File: src/rtl/ahb_dec_pkg.sv
// Shared definitions for the AHB-lite decoder: transfer type codes,
// response codes and the default-slave state encoding.
package ahb_dec_pkg;

    typedef enum logic [1:0] {
        TR_IDLE   = 2'b00,
        TR_BUSY   = 2'b01,
        TR_NONSEQ = 2'b10,
        TR_SEQ    = 2'b11
    } trans_e;

    localparam logic RESP_OKAY  = 1'b0;
    localparam logic RESP_ERROR = 1'b1;

    // Address bits below this index lie inside one 1 KB region unit.
    localparam int unsigned REGION_SHIFT = 10;

    typedef enum logic [1:0] {
        DS_READY    = 2'b00,
        DS_ERR_WAIT = 2'b01,
        DS_ERR_LAST = 2'b10
    } dflt_state_e;

    // True for transfers that carry data (NONSEQ or SEQ).
    function automatic logic is_real_xfer(input logic [1:0] tr);
        return (tr == TR_NONSEQ) || (tr == TR_SEQ);
    endfunction

endpackage

File: src/rtl/ahb_region_match.sv
// Region matcher: compares the 1 KB unit index of the address with every
// slave window, masks off unavailable slaves and picks the lowest index.
// Assumes windows are given in 1 KB units and that base + size fits KB_W+1 bits.
module ahb_region_match #(
    parameter int unsigned NUM_SLV = 8,
    parameter int unsigned KB_W    = 22,
    parameter logic [NUM_SLV*KB_W-1:0] BASE_KB = '0,
    parameter logic [NUM_SLV*KB_W-1:0] SIZE_KB = '0
) (
    input  logic [KB_W-1:0]    addr_kb,
    input  logic [NUM_SLV-1:0] slv_avail,
    output logic [NUM_SLV-1:0] sel_onehot,
    output logic               sel_default
);

    logic [NUM_SLV-1:0] hit_raw;
    logic [NUM_SLV-1:0] eligible;

    // One window comparator per slave.
    for (genvar g = 0; g < NUM_SLV; g++) begin : g_win
        logic [KB_W:0] lo;
        logic [KB_W:0] hi;
        assign lo = {1'b0, BASE_KB[g*KB_W +: KB_W]};
        assign hi = lo + {1'b0, SIZE_KB[g*KB_W +: KB_W]};
        assign hit_raw[g] = ({1'b0, addr_kb} >= lo) && ({1'b0, addr_kb} < hi);
    end

    assign eligible = hit_raw & slv_avail;

    // Priority pick: lowest-index eligible slave owns the address.
    always_comb begin
        sel_onehot = '0;
        for (int i = NUM_SLV - 1; i >= 0; i--) begin
            if (eligible[i]) begin
                sel_onehot    = '0;
                sel_onehot[i] = 1'b1;
            end
        end
    end

    assign sel_default = ~|eligible;

endmodule

File: src/rtl/ahb_default_slave.sv
// Built-in default slave. Idle and busy cycles get a zero-wait OKAY;
// real transfers get a two-cycle ERROR (ready low, then ready high).
// Assumes hready is the bus ready returned to the master.
module ahb_default_slave
    import ahb_dec_pkg::*;
#(
    parameter int unsigned DATA_W = 32
) (
    input  logic              hclk,
    input  logic              hresetn,
    input  logic              sel,
    input  logic [1:0]        htrans,
    input  logic              hready,
    output logic              readyout,
    output logic              resp,
    output logic [DATA_W-1:0] rdata
);

    dflt_state_e state_q, state_d;
    logic        take_real;

    assign take_real = hready && sel && is_real_xfer(htrans);

    // Next-state choice for the error sequence.
    always_comb begin
        state_d = DS_READY;
        case (state_q)
            DS_READY:    state_d = take_real ? DS_ERR_WAIT : DS_READY;
            DS_ERR_WAIT: state_d = DS_ERR_LAST;
            DS_ERR_LAST: state_d = take_real ? DS_ERR_WAIT : DS_READY;
            default:     state_d = DS_READY;
        endcase
    end

    // State register with synchronous reset.
    always_ff @(posedge hclk) begin
        if (!hresetn) state_q <= DS_READY;
        else          state_q <= state_d;
    end

    // Response outputs decoded from state.
    always_comb begin
        readyout = (state_q != DS_ERR_WAIT);
        resp     = (state_q == DS_READY) ? RESP_OKAY : RESP_ERROR;
    end

    assign rdata = '0;

    AST_ERR_FIRST: assert property (@(posedge hclk) disable iff (!hresetn)
        (hready && sel && is_real_xfer(htrans)) |=> (!readyout && resp));
    AST_ERR_SECOND: assert property (@(posedge hclk) disable iff (!hresetn)
        (!readyout) |=> (readyout && resp));
    AST_IDLE_OKAY: assert property (@(posedge hclk) disable iff (!hresetn)
        (hready && sel && !is_real_xfer(htrans)) |=> (readyout && !resp));

endmodule

File: src/rtl/ahb_resp_mux.sv
// Data-phase return path: registers the one-hot owner of the address phase
// (bit NUM_SLV = default slave) while hready is high, and multiplexes read
// data, ready and response from that owner.
module ahb_resp_mux #(
    parameter int unsigned NUM_SLV = 8,
    parameter int unsigned DATA_W  = 32,
    localparam int unsigned NSEL   = NUM_SLV + 1
) (
    input  logic                      hclk,
    input  logic                      hresetn,
    input  logic                      hready,
    input  logic [NSEL-1:0]           addr_owner,
    input  logic [NUM_SLV*DATA_W-1:0] slv_hrdata,
    input  logic [NUM_SLV-1:0]        slv_hreadyout,
    input  logic [NUM_SLV-1:0]        slv_hresp,
    input  logic [DATA_W-1:0]         dflt_rdata,
    input  logic                      dflt_readyout,
    input  logic                      dflt_resp,
    output logic [DATA_W-1:0]         hrdata,
    output logic                      hreadyout,
    output logic                      hresp
);

    logic [NSEL-1:0] dsel_q;

    // Capture the address-phase owner only when the bus is ready.
    always_ff @(posedge hclk) begin
        if (!hresetn) begin
            dsel_q          <= '0;
            dsel_q[NUM_SLV] <= 1'b1;
        end else if (hready) begin
            dsel_q <= addr_owner;
        end
    end

    // AND-OR multiplexer over the one-hot data-phase select.
    always_comb begin
        hrdata    = dsel_q[NUM_SLV] ? dflt_rdata : '0;
        hreadyout = dsel_q[NUM_SLV] & dflt_readyout;
        hresp     = dsel_q[NUM_SLV] & dflt_resp;
        for (int i = 0; i < NUM_SLV; i++) begin
            if (dsel_q[i]) begin
                hrdata    = hrdata | slv_hrdata[i*DATA_W +: DATA_W];
                hreadyout = hreadyout | slv_hreadyout[i];
                hresp     = hresp | slv_hresp[i];
            end
        end
    end

    AST_DSEL_HOLD: assert property (@(posedge hclk) disable iff (!hresetn)
        (!hready) |=> $stable(dsel_q));
    AST_DSEL_ONEHOT: assert property (@(posedge hclk) disable iff (!hresetn)
        $onehot(dsel_q));

endmodule

File: src/rtl/ahb_region_decoder.sv
// Top of the AHB-lite decoder: region match with availability gating,
// the built-in default slave and the data-phase return multiplexer.
// Assumes a single master and that bursts stay within one 1 KB unit.
module ahb_region_decoder
    import ahb_dec_pkg::*;
#(
    parameter int unsigned NUM_SLV = 8,
    parameter int unsigned ADDR_W  = 32,
    parameter int unsigned DATA_W  = 32,
    localparam int unsigned KB_W   = ADDR_W - REGION_SHIFT,
    parameter logic [NUM_SLV*KB_W-1:0] BASE_KB =
        {22'd12, 22'd12, 22'd10, 22'd8, 22'd4, 22'd2, 22'd1, 22'd0},
    parameter logic [NUM_SLV*KB_W-1:0] SIZE_KB =
        {22'd4, 22'd1, 22'd2, 22'd1, 22'd4, 22'd2, 22'd1, 22'd1}
) (
    input  logic                      hclk,
    input  logic                      hresetn,
    input  logic [ADDR_W-1:0]         haddr,
    input  logic [1:0]                htrans,
    input  logic [NUM_SLV-1:0]        slv_avail,
    input  logic [NUM_SLV*DATA_W-1:0] slv_hrdata,
    input  logic [NUM_SLV-1:0]        slv_hreadyout,
    input  logic [NUM_SLV-1:0]        slv_hresp,
    output logic [NUM_SLV-1:0]        hsel,
    output logic [DATA_W-1:0]         hrdata,
    output logic                      hready,
    output logic                      hresp
);

    logic              sel_default;
    logic [9:0]        addr_low_unused;
    logic              dflt_readyout;
    logic              dflt_resp;
    logic [DATA_W-1:0] dflt_rdata;

    assign addr_low_unused = haddr[REGION_SHIFT-1:0];

    ahb_region_match #(
        .NUM_SLV (NUM_SLV),
        .KB_W    (KB_W),
        .BASE_KB (BASE_KB),
        .SIZE_KB (SIZE_KB)
    ) match_i (
        .addr_kb     (haddr[ADDR_W-1:REGION_SHIFT]),
        .slv_avail   (slv_avail),
        .sel_onehot  (hsel),
        .sel_default (sel_default)
    );

    ahb_default_slave #(
        .DATA_W (DATA_W)
    ) dflt_i (
        .hclk     (hclk),
        .hresetn  (hresetn),
        .sel      (sel_default),
        .htrans   (htrans),
        .hready   (hready),
        .readyout (dflt_readyout),
        .resp     (dflt_resp),
        .rdata    (dflt_rdata)
    );

    ahb_resp_mux #(
        .NUM_SLV (NUM_SLV),
        .DATA_W  (DATA_W)
    ) mux_i (
        .hclk          (hclk),
        .hresetn       (hresetn),
        .hready        (hready),
        .addr_owner    ({sel_default, hsel}),
        .slv_hrdata    (slv_hrdata),
        .slv_hreadyout (slv_hreadyout),
        .slv_hresp     (slv_hresp),
        .dflt_rdata    (dflt_rdata),
        .dflt_readyout (dflt_readyout),
        .dflt_resp     (dflt_resp),
        .hrdata        (hrdata),
        .hreadyout     (hready),
        .hresp         (hresp)
    );

    AST_SEL_ONEHOT: assert property (@(posedge hclk) disable iff (!hresetn)
        $onehot({sel_default, hsel}));
    AST_SEL_AVAIL: assert property (@(posedge hclk) disable iff (!hresetn)
        (hsel & ~slv_avail) == '0);

endmodule

File: config.mk
export PLATFORM = sky130hd
export DESIGN_NAME = ahb_region_decoder
export DESIGN_NICKNAME = d
export VERILOG_FILES = /design/src/rtl/ahb_dec_pkg.sv /design/src/rtl/ahb_region_match.sv /design/src/rtl/ahb_default_slave.sv /design/src/rtl/ahb_resp_mux.sv /design/src/rtl/ahb_region_decoder.sv
export SDC_FILE = /design/constraint.sdc
export NUM_CORES = 1
export LEC_CHECK = 0
export BUFFER_PORTS_ARGS = -buffer_cell sky130_fd_sc_hd__buf_2
export CORE_AREA = 4 4 139 141
export CTS_BUF_LIST = sky130_fd_sc_hd__clkbuf_8
export DETAILED_ROUTE_END_ITERATION = 12
export DIE_AREA = 0 0 143 145
export SYNTH_ARGS = -nofsm -noshare
export SYNTH_HDL_FRONTEND = slang
export SYNTH_SLANG_ARGS = --single-unit
File: constraint.sdc
create_clock -name hclk -period 2.1 [get_ports hclk]
set_input_delay 0.315 -clock hclk [delete_from_list [all_inputs] [get_ports hclk]]
set_output_delay 0.315 -clock hclk [all_outputs]
set_load 0.01 [all_outputs]
Yosys cells after proc, flatten, opt, wreduce, memory -nomap -nowiden
Index checks and enable logic that the tools add are counted.
Widths: inputs -> output; s select.
{"block": "op_classes", "mux": 35, "n_lt_le_gt_ge": 15, "bitwise": 26, "eq_ne": 5, "n_reduce_logical": 15}
{"operator": "$mux 32", "count": 8}
{"operator": "$or 32x32->32", "count": 7}
{"operator": "$lt 22x4->1 const B", "count": 4}
{"operator": "$ge 22x4->1 const B", "count": 3}
{"operator": "$mux 8", "count": 8}
{"operator": "$ge 22x1->1 const B", "count": 2}
{"operator": "$ge 22x2->1 const B", "count": 1}
{"operator": "$ge 22x3->1 const B", "count": 1}
{"operator": "$lt 22x1->1 const B", "count": 1}
{"operator": "$lt 22x2->1 const B", "count": 1}
{"operator": "$lt 22x3->1 const B", "count": 1}
{"operator": "$lt 22x5->1 const B", "count": 1}
{"operator": "$mux 1", "count": 18}
{"operator": "$or 1x1->1", "count": 16}
{"operator": "$logic_and 1x1->1", "count": 10}
{"operator": "$and 8x8->8", "count": 1}
{"operator": "$reduce_or 8->1", "count": 1}
{"operator": "$eq 2x2->1 const B", "count": 3}
{"operator": "$pmux 2 s2", "count": 1}
{"operator": "$and 1x1->1", "count": 2}
{"operator": "$eq 2x1->1 const B", "count": 1}
{"operator": "$logic_not 2->1", "count": 1}
{"operator": "$ne 2x1->1 const B", "count": 1}
{"operator": "$reduce_or 2->1", "count": 1}
{"operator": "2 further kinds", "count": 2}
{"block": "totals", "reg_bits": 11}

Depth between registers and ports, before layout
{"block": "depth", "word_depth": 22, "mapped_depth": 6, "ltp_nobuf": 5}

Hierarchy
Synthesis repeated with hierarchy kept, for this count alone.
{"block": "unflattened", "hier_cells": 312, "area_unflattened_um2": 2623.8}
{"mod": "ahb_resp_mux", "area_per_inst_um2": 2090.8, "n_inst": 1, "cells_per_inst": 234, "seq_area_each_um2": 180.2}
{"mod": "ahb_default_slave", "area_per_inst_um2": 314.1, "n_inst": 1, "cells_per_inst": 41, "seq_area_each_um2": 40.0}
{"mod": "ahb_region_match", "area_per_inst_um2": 219.0, "n_inst": 1, "cells_per_inst": 37, "seq_area_each_um2": 0.0}

Worst setup path before layout
Ideal clock, no wire load.
{"block": "synth_timing", "path_type": "input to output", "startpoint": "input port haddr[27]", "endpoint": "output port hsel[1]", "arrival_ns": 1.669, "n_path_buf": 1, "path_stages": 4, "slack_ns": 0.116, "path_cell_list": "or4_1 or2_1 buf_2 nor4_1"}
{"block": "synth_between", "elab_chain_cells": 10}
{"item": "start: declaration", "line": "ahb_region_decoder.sv:18", "rtl": "input logic [ADDR_W-1:0] haddr,"}
{"item": "$ge 22x4->1 or $lt 22x4->1 (tied branches)", "line": "ahb_region_match.sv:25", "rtl": "assign hit_raw[g] = ({1'b0, addr_kb} >= lo) && ({1'b0, addr_kb} < hi);"}
{"item": "$logic_and 1x1->1", "line": "ahb_region_match.sv:25"}
{"item": "$and 8x8->8 (*)", "line": "ahb_region_match.sv:28", "rtl": "assign eligible = hit_raw & slv_avail;"}
{"item": "$mux 8 (6 in series)", "line": "ahb_region_match.sv:34", "rtl": "if (eligible[i]) begin"}
{"item": "$mux 8 (*)", "line": "ahb_region_match.sv:34"}
{"item": "end: declaration", "line": "ahb_region_decoder.sv:24", "rtl": "output logic [NUM_SLV-1:0] hsel,"}
Every way passes the cells marked *; elsewhere a longest branch is shown, timed or not.

Worst setup path after layout
{"block": "layout_timing", "startpoint": "input port haddr[22]", "endpoint": "output port hsel[7]"}
{"block": "layout_between", "elab_chain_cells": 11}
{"item": "$ge 22x4->1 or $lt 22x5->1 (tied branches)", "line": "ahb_region_match.sv:25"}
{"item": "$logic_and 1x1->1", "line": "ahb_region_match.sv:25"}
{"item": "$and 8x8->8 (*)", "line": "ahb_region_match.sv:28"}
{"item": "$mux 8 (7 in series)", "line": "ahb_region_match.sv:34"}
{"item": "$mux 8 (*)", "line": "ahb_region_match.sv:34"}
Marked as above.

==> summary.txt <==
Status -> completed
WL met2 -> 8.05 mm
Commonest non-fill, non-tap cell in the layout -> buf_2
Sequential area share after synthesis -> 10.4%
Via density -> 4.88
Hold Startpoint -> htrans[1]
Slew HR -> 66.2%
Mapped Nets -> 607
Crit-path cells -> buf_2 -> or4_1 -> or4_4 -> nor2_1 -> buf_2
DP Area -> 4100 um^2
Worst setup margin -> 0.0633 ns
# port buffers -> 346
Tmin final -> 2.04 ns
Post-synth cell types -> 43
R2r worst-path depth -> 5
DRC violations left -> 0
P_sw -> 223 uW
MaxCap Viol Count -> 0
Post-Synthesis Cells -> 291
Clock network fraction of total power -> 26.0%
Die Height -> 145 um
Vias in the first global route -> 4064
Internal -> 570 uW
RSZ-0062 raised after global routing -> false
DP Cell Count -> 847
Register share of total power -> 27.2%
Slowest-stage cell, CP -> or4_1
Most frequent CP cell -> buf_2
Synth area leaders -> a22oi_1, dfxtp_1, nand4_1, clkbuf_1, nand3_1
Initial Util -> 11.8%
Reg area -> 230 um^2
Final period util -> 97.0%
Fin area -> 4170 um^2
Sw Ratio -> 28.1%
# nets final -> 939
Peak VDD IR -> 0.121 mV
Setup WS pre-CTS -> -0.0385 ns
F_max -> 0.491 GHz
Area of the core -> 18000 um^2
Ys flop type -> dfxtp_1
Pwr Density -> 190 nW/um^2
DRT Pass-1 Iters -> 5
Arrival time at the worst endpoint -> 1.72 ns
Combinational power share -> 46.8%
CTS root buf -> clkbuf_8
Area occupied by multi-input gates -> 1710 um^2
# fillers -> 2006
First-pass GRT wire length -> 22.0 mm
Worst Hold Depth -> 3
Ports -> 358
Clock latency on the worst-skew pair -> 0.23 ns
Setup TNS -> 0 ns
WS Path Type -> primary input to output pin
Top cell type's share of synthesized area -> 46.0%
R2r setup slk -> 0.57 ns
WL met3 -> 1.61 mm
H-Tree Depth -> 1
Initial antenna violation count -> 1
Top Layer Used -> met4
Post-synth EDFFs -> 0
FFs w/ async S/R, synth -> 0%
Postcts setup bufs -> 0
Syn_area_per_cell -> 7.30 um^2
TritonCTS clock tree -> done
Area Overhead vs Synth -> 96.2%
Final RePlAce weighted congestion -> 0.832
CP Max Fanout -> 2
# clock sinks -> 11
Synth area leader -> a22oi_1
Setup-failing EPs final -> 0
Detail Route Antenna Nets -> 0
Worst reg2reg startpoint -> dflt_i.state_q[0]
Wl on met1 -> 5.91 mm
Routed len/inst -> 18.6 um
Post-Synthesis Cell Area -> 2120 um^2
#FFs+latches synth -> 11
Worst-margin pin slew -> 0.507 ns
Die area -> 20700 um^2
Final Slew Violations -> 0
Layout Cells excl Fill -> 852
DR vias -> 4157
Global Route Usage Sum -> 13.4%
Post-DP HPWL -> 12.6 mm
Number of synthesis warnings -> 0
Most frequent cells in the layout -> buf_2, a22oi_1, nand4_1
Max incr delay on CP -> 0.55 ns
Setup crit start kind -> primary input
FP Rows -> 49
Clock Skew -> 0.000624 ns
Total gr overflow -> 0
Leakage power of the design -> 2.01 nW
Worst EP required -> 1.78 ns
Layout cells sized above 1 -> 61.9%
Worst Hold Class -> primary input to flop
CP endpoint kind -> output pin
Total Wirelength -> 15.8 mm
Final hold vios -> 0
Largest net degree at the start of global routing -> 35
Num CTS Buffers -> 3
Clock buffer depth -> 2
Chip width -> 143 um
CTS clock-pin slew for the worst setup and hold paths -> 0.05 ns
Fin Hold WS -> 0.352 ns
FF-to-FF End -> mux_i.dsel_q[1]
WHS Endpoint -> dflt_i.state_q[0]
Drt initial violations -> 312
-- cell usage after synthesis (2+ instances only) --
cell type and number:
a211o_1 2, a211oi_1 2, a221oi_1 2, a22o_1 2, a22o_2 2, a22oi_1 130
buf_6 3, clkbuf_1 29, dfxtp_1 11, inv_1 3, nand2_1 8, nand3_1 9
nand3b_1 3, nand4_1 33, nor2_1 6, nor3_1 6, nor3b_1 2, nor4_1 5
o21ai_0 3, o32ai_1 5, or4_1 3
-- per-stage QoR --
step	utilization, %	power, mW
2_1_floorplan	-	0.279
3_3_place_gp	22.8	0.579
5_1_grt	23.2	0.844
4_1_cts	23.1	0.791
3_5_place_dp	22.8	0.584
6_report	23.2	0.793
-- state kept, by name, indices dropped and copies added, names as in the netlist --
| register | cells |
|---|---|
| dflt_i.state_q | 2 |
| mux_i.dsel_q | 9 |
-- critical path: cells and delay by family --
kind | cells | cell delay [ns]
buf+inv | 2 | 0.22
simple gates | 3 | 1.18
-- metal layers --
metal / vias to the layer above / track usage [%]
li1: 1930 / -
met4: 0 / 2.90
met2: 282 / 25.1
met5: - / 0
met3: 20 / 2.40
met1: 1925 / 15.5
-- cell families after synthesis --
| logic type | Yosys count | share of synthesized area, % |
|---|---|---|
| AND/OR/NAND/NOR | 83 | 22.5 |
| buffers and inverters | 39 | 10.0 |
| AO/OA/AOI/OAI | 156 | 56.1 |
| flip-flops | 11 | 10.4 |
| multiplexers | 2 | 1.00 |
-- power by group through the flow --
stage	logic, mW	registers (mW)	clock network, mW
detailed placement	0.364	0.220	0
finish	0.371	0.216	0.206
CTS	0.367	0.216	0.208
global placement	0.360	0.220	0
global route	0.405	0.216	0.222
floorplan	0.0599	0.219	0
-- worst max-delay path by stage --
stage	from	end	slack, ns	depth (start not counted)
6_report	haddr[22]	hsel[7]	0.06	5
5_1_grt	dflt_i.state_q[0]	hready	0.0005	5
4_1_cts	haddr[27]	hsel[7]	0.02	5
3_5_place_dp	haddr[27]	mux_i.dsel_q[8]	-0.04	6
3_3_place_gp	haddr[27]	mux_i.dsel_q[3]	0.02	6
2_1_floorplan	haddr[27]	hsel[1]	0.12	4
-- cell type report --
type	count	share of cell area [%]
repair buffers	363	45.2
multi-input cells	241	40.9
well taps	229	6.88
flip-flops and latches	11	5.53
clock buffers	3	0.991
inverters	3	0.270
clock inverters	1	0.0901
diodes	1	0.0601
-- what timing repair did --
item	CTS	global route
hold buffers	0	0
gates resized for setup	0	5
hold endpoints to repair	0	0
setup endpoints to repair	0	8
(Power assumes the default switching activity.)
